`src/rtl/lockline_resv.sv`:
```
module lockline_resv #(
  parameter int ADDR_W  = 32,
  parameter int OWNER_W = 4,
  parameter int LEN_W   = 16
) (
  input  logic               clk,
  input  logic               rst_n,
  input  logic               cmd_valid,
  input  logic [1:0]         cmd_op,
  input  logic [OWNER_W-1:0] cmd_owner,
  input  logic [ADDR_W-1:0]  cmd_addr,
  input  logic               put_valid,
  input  logic [ADDR_W-1:0]  put_addr,
  input  logic [LEN_W-1:0]   put_len,
  output logic               xfer_valid,
  output logic               xfer_is_put,
  output logic [ADDR_W-1:0]  xfer_addr,
  input  logic               stat_rd,
  output logic               stat_rd_ack,
  output logic [2:0]         stat_data,
  output logic               stat_count,
  output logic               resv_valid
);
  localparam int LINE_W = 7;
  localparam int IDX_W  = ADDR_W - LINE_W;
  localparam logic [1:0] OP_GETR = 2'd0;
  localparam logic [1:0] OP_COND = 2'd1;
  localparam logic [1:0] OP_UNC  = 2'd2;
  localparam logic [1:0] OP_UNCQ = 2'd3;
  localparam logic [2:0] ST_GET   = 3'd1;
  localparam logic [2:0] ST_COK   = 3'd2;
  localparam logic [2:0] ST_CFAIL = 3'd3;
  localparam logic [2:0] ST_UNC   = 3'd4;

  logic [OWNER_W-1:0] resv_owner;
  logic [IDX_W-1:0]   resv_line;
  logic               slot_full;
  logic [2:0]         slot_code;

  logic [IDX_W-1:0] cmd_line;
  logic is_get, is_cond, is_unc, is_uncq;
  logic owner_hit, line_hit, cond_ok;
  assign cmd_line  = cmd_addr[ADDR_W-1:LINE_W];
  assign is_get    = cmd_valid && cmd_op == OP_GETR;
  assign is_cond   = cmd_valid && cmd_op == OP_COND;
  assign is_unc    = cmd_valid && cmd_op == OP_UNC;
  assign is_uncq   = cmd_valid && cmd_op == OP_UNCQ;
  assign owner_hit = resv_valid && resv_owner == cmd_owner;
  assign line_hit  = resv_valid && resv_line == cmd_line;
  assign cond_ok   = is_cond && owner_hit && line_hit;

  logic [ADDR_W:0] put_end;
  logic [IDX_W:0]  put_first, put_last;
  logic            snoop_hit, store_hit, resv_kill;
  assign put_end   = {1'b0, put_addr} + {{(ADDR_W+1-LEN_W){1'b0}}, put_len} - 1'b1;
  assign put_first = {1'b0, put_addr[ADDR_W-1:LINE_W]};
  assign put_last  = put_end[ADDR_W:LINE_W];
  assign snoop_hit = put_valid && put_len != '0 && resv_valid &&
                     put_first <= {1'b0, resv_line} && {1'b0, resv_line} <= put_last;
  assign store_hit = (is_unc || is_uncq) && line_hit;
  assign resv_kill = snoop_hit || store_hit || (is_cond && owner_hit);

  always_ff @(posedge clk) begin
    if (!rst_n) begin
      resv_valid <= 1'b0;
      resv_owner <= '0;
      resv_line  <= '0;
    end else if (is_get) begin
      resv_valid <= 1'b1;
      resv_owner <= cmd_owner;
      resv_line  <= cmd_line;
    end else if (resv_kill) begin
      resv_valid <= 1'b0;
    end
  end

  always_ff @(posedge clk) begin
    if (!rst_n) begin
      xfer_valid  <= 1'b0;
      xfer_is_put <= 1'b0;
      xfer_addr   <= '0;
    end else begin
      xfer_valid  <= is_get || cond_ok || is_unc || is_uncq;
      xfer_is_put <= !is_get;
      xfer_addr   <= {cmd_line, {LINE_W{1'b0}}};
    end
  end

  logic       st_wr;
  logic [2:0] st_code;
  assign st_wr   = is_get || is_cond || is_unc;
  assign st_code = is_get ? ST_GET : is_unc ? ST_UNC : cond_ok ? ST_COK : ST_CFAIL;

  always_ff @(posedge clk) begin
    if (!rst_n) begin
      slot_full <= 1'b0;
      slot_code <= '0;
    end else if (st_wr) begin
      slot_full <= 1'b1;
      slot_code <= st_code;
    end else if (stat_rd_ack) begin
      slot_full <= 1'b0;
    end
  end

  assign stat_rd_ack = stat_rd && slot_full;
  assign stat_data   = slot_code;
  assign stat_count  = slot_full;
endmodule

```
`config.mk`:
```
export PLATFORM = sky130hd
export DESIGN_NAME = lockline_resv
export DESIGN_NICKNAME = d
export VERILOG_FILES = /design/src/rtl/lockline_resv.sv
export SDC_FILE = /design/constraint.sdc
export NUM_CORES = 1
export LEC_CHECK = 0
export BUFFER_PORTS_ARGS = -buffer_cell sky130_fd_sc_hd__buf_2
export CORE_MARGIN = 5
export CORE_UTILIZATION = 45
export CTS_CLUSTER_DIAMETER = 200
export CTS_CLUSTER_SIZE = 20
export DETAILED_ROUTE_END_ITERATION = 6
export PLACE_DENSITY = 0.72
export SETUP_SLACK_MARGIN = 0.15
export SLEW_MARGIN = 20
export SYNTH_ARGS = -nofsm -noshare
export SYNTH_HDL_FRONTEND = slang
export SYNTH_SLANG_ARGS = --single-unit
```
`constraint.sdc`:
```
create_clock -name clk -period 3.9 [get_ports clk]
set_clock_uncertainty 0.15 [all_clocks]
set_input_delay 0 -clock clk [delete_from_list [all_inputs] [get_ports clk]]
set_output_delay 0 -clock clk [all_outputs]
set_load 0.02 [all_outputs]
```
; Yosys cells after proc, flatten, opt, wreduce, memory -nomap -nowiden
; Cells that the tools add are included.
[totals]
reg_bits = 68
in_bits = 91
word_cells = 52
[classes]
add_sub_neg = 2
magnitude_cmp = 2
n_eq_ne = 5
mux = 7
reduce_logical = 27
[ops]
columns = op, count
row1 = adder 32 x 16 -> 33 bit, 1
row2 = subtractor 33 x 1 -> 33 bit (second input constant), 1
row3 = <= comparator 25 x 26 -> 1 bit, 1
row4 = == test 25 bit, 1
row5 = <= comparator 25 bit, 1
row6 = nonzero test 16 bit, 1
row7 = logical AND 1 bit, 14
row8 = logical OR 1 bit, 8
row9 = 2-to-1 mux 3 bit, 2
row10 = 2-to-1 mux 1 bit, 5
row11 = == test 2 bit (second input constant), 2
row12 = == test 4 bit, 1
row13 = nonzero test 2 bit, 2
row14 = == test 2 x 1 -> 1 bit (second input constant), 1
row15 = zero test 2 bit, 1
row16 = zero test 1 bit, 1

; Longest topological paths before layout
; Gate-level depths: netlist of the first run.
[logic_depth]
depth_word = 9
depth_mapped = 21

; Worst setup path after synthesis of the first run
; Ideal clock, no wire load.
[synth_timing]
kind = input to register
startpoint = input put_addr[8]
endpoint = register resv_valid
arrival_time_ns = 3.367
slack_ns = 0.267
path_stages = 19
n_path_buf = 0
path_cell_list = inv_1 ha_1 inv_1 ha_1 a2111oi_0 o21ai_0 a31o_2 a31oi_1 nor2b_1 nor2_1 xor2_1 ha_1 and4_1 a221o_1 nand2_1 nand3_1 nor3_1 nor4_1 a31o_1
[synth_between]
elab_chain_cells = 7
elab_cells_between_ends = 9
[synth_rtl]
columns = element, line
row1 = "start, declared", 13  ; input logic [ADDR_W-1:0] put_addr,
row2 = adder 32 x 16 -> 33 bit, 55  ; assign put_end = {1'b0, put_addr} + {{(ADDR_W+1-LEN_W){1'b0}}, put_len} - 1'b1;
row3 = subtractor 33 x 1 -> 33 bit, 55
row4 = <= comparator 25 x 26 -> 1 bit, 59  ; put_first <= {1'b0, resv_line} && {1'b0, resv_line} <= put_last;
row5 = logical AND 1 bit (*), 59
row6 = logical OR 1 bit (*) (2 in series), 61  ; assign resv_kill = snoop_hit || store_hit || (is_cond && owner_hit);
row7 = nonzero test 2 bit (no line) (*), --
row8 = "end signal, assigned", 65  ; resv_valid <= 1'b0;
row9 = "end signal, assigned", 69  ; resv_valid <= 1'b1;
row10 = "end signal, assigned", 73  ; resv_valid <= 1'b0;
row11 = "end, declared", 22  ; output logic resv_valid
; Every way passes the cells marked *; elsewhere a longest branch is shown, timed or not.
; A chain may end at the register's enable or synchronous reset.

; Worst setup path after layout of the first run
[layout_timing]
startpoint = input put_len[3]
endpoint = register resv_valid
[layout_between]
elab_chain_cells = 8
elab_cells_between_ends = 11
[layout_rtl]
columns = element, line
row1 = "start, declared", 14  ; input logic [LEN_W-1:0] put_len,
row2 = branches (longest 4 deep; another with adder 32 x 16 -> 33 bit), --
row3 = logical AND 1 bit (*), 59
row4 = logical OR 1 bit (*) (2 in series), 61
row5 = nonzero test 2 bit (no line) (*), --
; Every way passes the cells marked *.

==> summary.md, run 1 <==
| Metric | Value |
|---|---|
| Pins Over Slew Limit | `0` |
| Switching Power | `0.737 mW` |
| Post-route core utilization | `59.3%` |
| Number of distinct library cells after synthesis | `49` |
| Clock transition at the register clock pins on the worst setup and hold paths after CTS | `0.08 ns` |
| Kind of start point of the critical path | `primary input` |
| Most used flip-flop cell after synthesis | `sky130_fd_sc_hd__dfxtp_1` |
| Hold slack final | `0.0368 ns` |
| Number of global-route vias before repair | `4795` |
| Share of power burned in registers | `32.8%` |
| Worst min-delay path class | `in -> reg` |
| Die Y | `116 um` |
| Worst hold start | `put_addr[30]` |
| Row count | `38` |
| Most frequent cells in the layout | `sky130_fd_sc_hd__buf_2, sky130_fd_sc_hd__inv_1, sky130_fd_sc_hd__ha_1` |
| Worst path required time | `4.04 ns` |
| Critical path fanouts, max | `3` |
| Number of cell instances on the worst register-to-register path | `9` |
| Overall via count from detail_route | `roughly 4800` |
| Tmin final | `3.47 ns` |
| GRT Util Overall | `21.1%` |
| Clock Power Share | `29.6%` |
| Vias/cell | `5.20` |
| Internal power component | `1.40 mW` |
| CTS tree | `yes` |
| Final Cell Area | `about 6500 um2` |
| First-pass iteration count of the detailed router | `5` |
| Cell area after synthesis | `roughly 5000 um2` |
| Antenna-violating nets left | `0` |
| Final hold violation count | `0` |
| Source of the worst register-to-register timing path | `resv_line[18]` |
| Count of final setup violators | `0` |
| Async SR Flop Fraction | `0%` |
| Post-synth EDFFs | `0` |
| Fillers | `around 1000` |
| Post-route clock period utilization | `between 80% and 90%` |
| Effective utilization at floorplan | `46.1%` |
| DIE WIDTH | `116 um` |
| Placed Cells incl. Taps | `869` |
| Total power draw | `2.14 mW` |
| Internal reg-to-reg setup slack | `1.57 ns` |
| H-tree Lvls | `3` |
| Post-detailed-routing wire length | `14000 um` |
| Fmax achieved | `288 MHz` |
| Top cell type by total area after synthesis | `sky130_fd_sc_hd__dfxtp_1` |
| Launch point of the critical path | `put_len[3]` |
| Final sum of negative setup slack | `0 ns` |
| Clock latency reported for the late side of the worst-skew pair | `0.35 ns` |
| Share of total power consumed by net switching | `34.5%` |
| Fraction of final layout cells sized beyond drive strength 1 | `around a fifth` |
| PwrDens | `331 nW/um2` |
| Clock buffer depth | `2` |
| Initial antenna violation count | `0` |
| Proportion of power drawn by combinational gates | `approximately 38%` |
| Total congestion overflow | `0` |
| Status | `complete, no violations` |
| Number of instances in the synthesized netlist | `just over 600` |
| Clock buffers created by TritonCTS | `9` |
| Most common cell after layout, fill and taps aside | `sky130_fd_sc_hd__buf_2` |
| Max-slew headroom at the worst pin | `40.1%` |
| Top-Level Pins | `131` |
| WL/cell | `15.2 um` |
| Post-Place Cell Area | `about 6000 um2` |
| Count of placed standard cells in the final layout, fillers left out | `approximately 920` |
| Sequential-to-total area share from yosys stat | `roughly a quarter` |
| Clock tree root driver cell | `sky130_fd_sc_hd__clkbuf_8` |
| Worst VDD drop | `221 uV` |
| Depth of the worst hold-timing path | `4` |
| Post-route DRC violation count | `0` |
| Nets@finish | `962` |
| Nature of the critical path endpoint | `flip-flop` |
| Max-Cap Viols | `0` |
| Hold-critical path endpoint | `resv_valid` |
| Worst slack at placement | `-0.253 ns` |
| Unrepaired setup endpoints after global routing | `no` |
| Worst setup path class | `in -> reg` |
| Largest net degree at the start of global routing | `31` |
| Buffers added on ports | `116` |
| CORE AREA | `10900 um2` |
| Number of synthesis warnings | `0` |
| Estimated wirelength of the detail-placed design | `11200 um` |
| Data arrival, critical path | `3.62 ns` |
| Portion of synthesized cell area occupied by the leading cell type | `24.3%` |
| FF+latch count, synth | `61` |
| Number of DRC violations after detailed-routing iteration 0 | `approximately 180` |
| Cell leakage power | `3.37 nW` |
| Synth-to-layout area growth | `28.5%` |
| RePlAce Congestion | `0.889` |
| Full die area | `about 13000 um2` |
| Number of clock sinks seen by CTS | `61` |
| Slew at the pin closest to its max-slew limit | `0.893 ns` |
| Least setup slack across all paths after layout | `0.428 ns` |
| Top area cells in the synthesized netlist | `sky130_fd_sc_hd__dfxtp_1, sky130_fd_sc_hd__ha_1, sky130_fd_sc_hd__inv_1` |
| Synthesized area per cell | `8.30 um2` |
| Endpoint of the worst register-to-register path | `resv_valid` |
| Global-route wire length before repair | `22500 um` |
| ANT cells | `0` |
kinds of logic (layout without fill, tap and decap cells):
| kind of cell | Yosys count | count (layout) | share of synthesized area [%] |
|---|---|---|---|
| AO/OA/AOI/OAI | 130 | 130 | 17.9 |
| XOR/XNOR | 50 | 50 | 8.72 |
| flip-flops | 61 | 61 | 24.3 |
| buffers and inverters | 127 | 297 | 10.0 |
| other | 1 | 7 | 0.0747 |
| AND/OR/NAND/NOR | 141 | 141 | 15.2 |
| adder cells (fa/ha/maj) | 95 | 95 | 23.7 |
how the worst max path moves through the flow:
stage / slack (ns) / to / cells after the start
4_1_cts: 0.24 / resv_valid / 20
5_1_grt: 0.14 / resv_valid / 21
6_report: 0.43 / resv_valid / 21
3_3_place_gp: -0.23 / resv_valid / 20
3_5_place_dp: -0.25 / resv_valid / 20
2_1_floorplan: 0.27 / resv_valid / 19
final cells by class:
cell class                 instances  area, um2  area share (%)
sequential                        61       1220            18.9
inverter                         111        417            6.46
multi-input combinational        423       3350            51.9
tap                              140        175            2.71
clock buffer                       9        124            1.92
timing repair buffer             170       1070            16.6
clock inverter                     7       90.1            1.40
flip-flops by register name, summed over array words and instances, names as in the netlist:
| name | count |
|---|---|
| resv_line | 25 |
| xfer_addr | 25 |
| resv_owner | 4 |
| stat_data | 3 |
| resv_valid | 1 |
| stat_count | 1 |
| xfer_is_put | 1 |
| xfer_valid | 1 |
routing by layer:
| layer | GRT usage, % | routed length, um | part of all wire (%) | vias to the layer above |
|---|---|---|---|---|
| met1 | 25.8 | 6000 | 43 | 2196 |
| met4 | 6.11 | 306 | 2.2 | 0 |
| met2 | 38.5 | 6910 | 49 | 144 |
| li1 | - | - | - | 2420 |
| met5 | 0 | 0 | 0 | - |
| met3 | 2.98 | 774 | 5.5 | 27 |
repair_timing:
| action | in CTS | in global routing |
|---|---|---|
| hold buffers | 35 | 0 |
| gates resized for setup | 1 | 5 |
| hold endpoints to repair | 60 | 0 |
| buffers inserted | 0 | 1 |
| pin swaps | 0 | 5 |
| setup endpoints to repair | 1 | 1 |
power groups by stage:
stage | registers (mW) | clock network (mW) | logic (mW)
3_3_place_gp | 0.713 | 0 | 0.730
5_1_grt | 0.706 | 0.668 | 0.903
3_5_place_dp | 0.714 | 0 | 0.752
4_1_cts | 0.700 | 0.640 | 0.790
6_report | 0.700 | 0.633 | 0.805
2_1_floorplan | 0.727 | 0 | 0.485
worst max-delay path, cell delays in order:
cell                       delay (ns)
sky130_fd_sc_hd__buf_2           0.09
sky130_fd_sc_hd__inv_1           0.04
sky130_fd_sc_hd__ha_1            0.26
sky130_fd_sc_hd__inv_1           0.04
sky130_fd_sc_hd__ha_1            0.27
sky130_fd_sc_hd__or3_1           0.34
sky130_fd_sc_hd__o211ai_1        0.19
sky130_fd_sc_hd__o21a_1          0.24
sky130_fd_sc_hd__o211ai_1        0.14
sky130_fd_sc_hd__a221o_1         0.40
sky130_fd_sc_hd__buf_4           0.15
sky130_fd_sc_hd__buf_4           0.12
sky130_fd_sc_hd__xnor2_1         0.11
sky130_fd_sc_hd__ha_1            0.30
sky130_fd_sc_hd__nand4_1         0.11
sky130_fd_sc_hd__nor2_2          0.12
sky130_fd_sc_hd__nand3_1         0.10
sky130_fd_sc_hd__a21oi_1         0.14
sky130_fd_sc_hd__nor3_1          0.06
sky130_fd_sc_hd__nor4_1          0.22
sky130_fd_sc_hd__a31o_1          0.16
synthesized netlist by cell type (3+ instances only):
master / instances
sky130_fd_sc_hd__nor2b_1: 8
sky130_fd_sc_hd__a21o_1: 11
sky130_fd_sc_hd__nand4_1: 16
sky130_fd_sc_hd__xnor2_1: 30
sky130_fd_sc_hd__nand3_1: 8
sky130_fd_sc_hd__and4_1: 3
sky130_fd_sc_hd__nor3_1: 7
sky130_fd_sc_hd__xor2_1: 20
sky130_fd_sc_hd__buf_4: 7
sky130_fd_sc_hd__nand2b_1: 7
sky130_fd_sc_hd__nor2_1: 19
sky130_fd_sc_hd__clkbuf_1: 8
sky130_fd_sc_hd__nand2_1: 26
sky130_fd_sc_hd__o21ai_0: 15
sky130_fd_sc_hd__nor4_1: 9
sky130_fd_sc_hd__ha_1: 95
sky130_fd_sc_hd__inv_1: 110
sky130_fd_sc_hd__and3_1: 6
sky130_fd_sc_hd__o22a_1: 25
sky130_fd_sc_hd__or3_1: 3
sky130_fd_sc_hd__a21oi_1: 38
sky130_fd_sc_hd__and2_1: 26
sky130_fd_sc_hd__a211oi_1: 4
sky130_fd_sc_hd__dfxtp_1: 61
sky130_fd_sc_hd__o21a_1: 5
sky130_fd_sc_hd__o211ai_1: 4
sky130_fd_sc_hd__a31oi_1: 3
sky130_fd_sc_hd__o21bai_1: 5
Power figures use the tool's default switching activity.
==> run 2: changes to the inputs <==
--- a/config.mk
+++ b/config.mk
@@ -11,7 +11,8 @@
 export CTS_CLUSTER_DIAMETER = 200
 export CTS_CLUSTER_SIZE = 20
 export DETAILED_ROUTE_END_ITERATION = 6
-export PLACE_DENSITY = 0.72
+export PLACE_DENSITY = 0.7
+export REMOVE_ABC_BUFFERS = 1
 export SETUP_SLACK_MARGIN = 0.15
 export SLEW_MARGIN = 20
 export SYNTH_ARGS = -nofsm -noshare
==> constraint.sdc (replaced) <==
create_clock -name clk -period 4.47 [get_ports clk]
set_clock_uncertainty 0.15 [all_clocks]
set_input_delay 0 -clock clk [delete_from_list [all_inputs] [get_ports clk]]
set_output_delay 0 -clock clk [all_outputs]
set_load 0.02 [all_outputs]
==> summary.md, run 2 (synthesis gave the netlist of run 1 again) <==
| Metric | Value |
|---|---|
| Status | `complete, no violations` |
| Clock buffer depth | `2` |
| Fmax achieved | `around 260 MHz` |
| First-pass iteration count of the detailed router | `4` |
| Number of clock sinks seen by CTS | `just over 60` |
| RePlAce Congestion | `0.908` |
| Fraction of final layout cells sized beyond drive strength 1 | `between 10% and 20%` |
| Clock buffers created by TritonCTS | `9` |
| DIE WIDTH | `116 um` |
| Worst min-delay path class | `in -> reg` |
| Post-route core utilization | `57.9%` |
| Post-route DRC violation count | `0` |
| Number of buffers added for setup after CTS | `0` |
| Overall via count from detail_route | `4704` |
| Worst setup path class | `in -> reg` |
| Total power draw | `1.81 mW` |
| Count of final setup violators | `0` |
| Clock latency reported for the late side of the worst-skew pair | `0.36 ns` |
| Worst VDD drop | `230 uV` |
| Cell leakage power | `3.29 nW` |
| Final hold violation count | `0` |
| Number of global-route vias before repair | `4967` |
| Tmin final | `3.80 ns` |
| H-tree Lvls | `3` |
| Effective utilization at floorplan | `between 40% and 50%` |
| Buffers added on ports | `116` |
| Die Y | `116 um` |
| Unrepaired setup endpoints after global routing | `no` |
| Number of DRC violations after detailed-routing iteration 0 | `~270` |
| Antenna-violating nets left | `0` |
| PwrDens | `287 nW/um2` |
| Max-slew headroom at the worst pin | `41.8%` |
| GRT Util Overall | `a little over a fifth` |
| Vias/cell | `5.20` |
| Max-Cap Viols | `0` |
| Kind of start point of the critical path | `primary input` |
| CTS tree | `yes` |
| Critical path fanouts, max | `4` |
| ANT cells | `0` |
| Least setup slack across all paths after layout | `0.668 ns` |
| Slew at the pin closest to its max-slew limit | `0.868 ns` |
| Most frequent cells in the layout | `sky130_fd_sc_hd__buf_2, sky130_fd_sc_hd__inv_1, sky130_fd_sc_hd__ha_1` |
| Hold slack final | `0.0514 ns` |
| Row count | `38` |
| Full die area | `13400 um2` |
| Synth-to-layout area growth | `25.6%` |
| Nature of the critical path endpoint | `flip-flop` |
| Worst path required time | `4.62 ns` |
| Global-route wire length before repair | `22800 um` |
| Post-detailed-routing wire length | `14000 um` |
| Pins Over Slew Limit | `0` |
| Largest net degree at the start of global routing | `31` |
| Nets@finish | `946` |
| Clock transition at the register clock pins on the worst setup and hold paths after CTS | `0.07 ns` |
| Most common cell after layout, fill and taps aside | `sky130_fd_sc_hd__buf_2` |
| Clock tree root driver cell | `sky130_fd_sc_hd__clkbuf_8` |
| WL/cell | `15.5 um` |
| Initial antenna violation count | `0` |
| Post-route clock period utilization | `85.1%` |
| CORE AREA | `10900 um2` |
| Data arrival, critical path | `3.95 ns` |
| Final sum of negative setup slack | `0 ns` |
| Estimated wirelength of the detail-placed design | `11200 um` |
| Worst slack at placement | `between 0.3 and 0.4 ns` |
| Largest registers | `resv_line (25), xfer_addr (25), resv_owner (4)` |
| Total congestion overflow | `0` |
| Top-Level Pins | `131` |
[run 2: cell type report]
| cell class | instances | area, um2 |
|---|---|---|
| clock buffer | 10 | 128 |
| clock inverter | 6 | 87.6 |
| multi-input combinational | 423 | 3320 |
| fill | 1015 | 4580 |
| tap | 140 | 175 |
| timing repair buffer | 154 | 956 |
| sequential | 61 | 1220 |
| inverter | 111 | 417 |
[run 2: timing repair]
action / in CTS / in global routing
endpoints found under the hold margin: 60 / 0
setup endpoints to repair: 0 / 0
gates resized for setup: 0 / 0
hold buffers: 36 / 0
[run 2: worst max-delay path: stages]
cell	delay, ns
sky130_fd_sc_hd__buf_2	0.10
sky130_fd_sc_hd__inv_1	0.04
sky130_fd_sc_hd__ha_1	0.26
sky130_fd_sc_hd__inv_1	0.04
sky130_fd_sc_hd__ha_1	0.34
sky130_fd_sc_hd__a2111oi_0	0.56
sky130_fd_sc_hd__o21a_1	0.26
sky130_fd_sc_hd__o211ai_1	0.16
sky130_fd_sc_hd__a221o_1	0.37
sky130_fd_sc_hd__a21oi_1	0.23
sky130_fd_sc_hd__o21bai_1	0.10
sky130_fd_sc_hd__xnor2_1	0.13
sky130_fd_sc_hd__ha_1	0.31
sky130_fd_sc_hd__nand4_1	0.10
sky130_fd_sc_hd__nor2_1	0.18
sky130_fd_sc_hd__nand3_1	0.13
sky130_fd_sc_hd__a21oi_1	0.14
sky130_fd_sc_hd__nor3_1	0.06
sky130_fd_sc_hd__nor4_1	0.25
sky130_fd_sc_hd__a31o_1	0.17
[run 2: power by group]
group | total (mW) | internal, mW | switching [mW] | leakage [nW]
clock network | 0.545 | 0.314 | 0.231 | 0.110
logic | 0.656 | 0.302 | 0.354 | 2.67
registers | 0.611 | 0.579 | 0.0317 | 0.505
[run 2: routing by layer]
metal  track usage, %  up-vias  wire (um)
met3             3.81       37        682
met5                0        -          0
met4             10.1        0        501
met2             38.5      136       7010
li1                 -     2383          -
met1             24.6     2148       5810
[run 2: final timing paths]
check | startpoint | end | slack, ns | cells past startpoint
min reg2reg | resv_owner[3] | resv_owner[3] | 0.32 | 2
max | put_addr[8] | resv_valid | 0.67 | 20
min | put_addr[30] | resv_valid | 0.05 | 4
max reg2reg | resv_line[4] | resv_valid | 2.19 | 8
[run 2: metrics by stage]
step | cell area (um2) | instances
floorplan | 4950 | 595
global placement | 5730 | 853
detailed placement | 5730 | 853
CTS | 6300 | 905
global route | 6300 | 905
finish | 6300 | 905
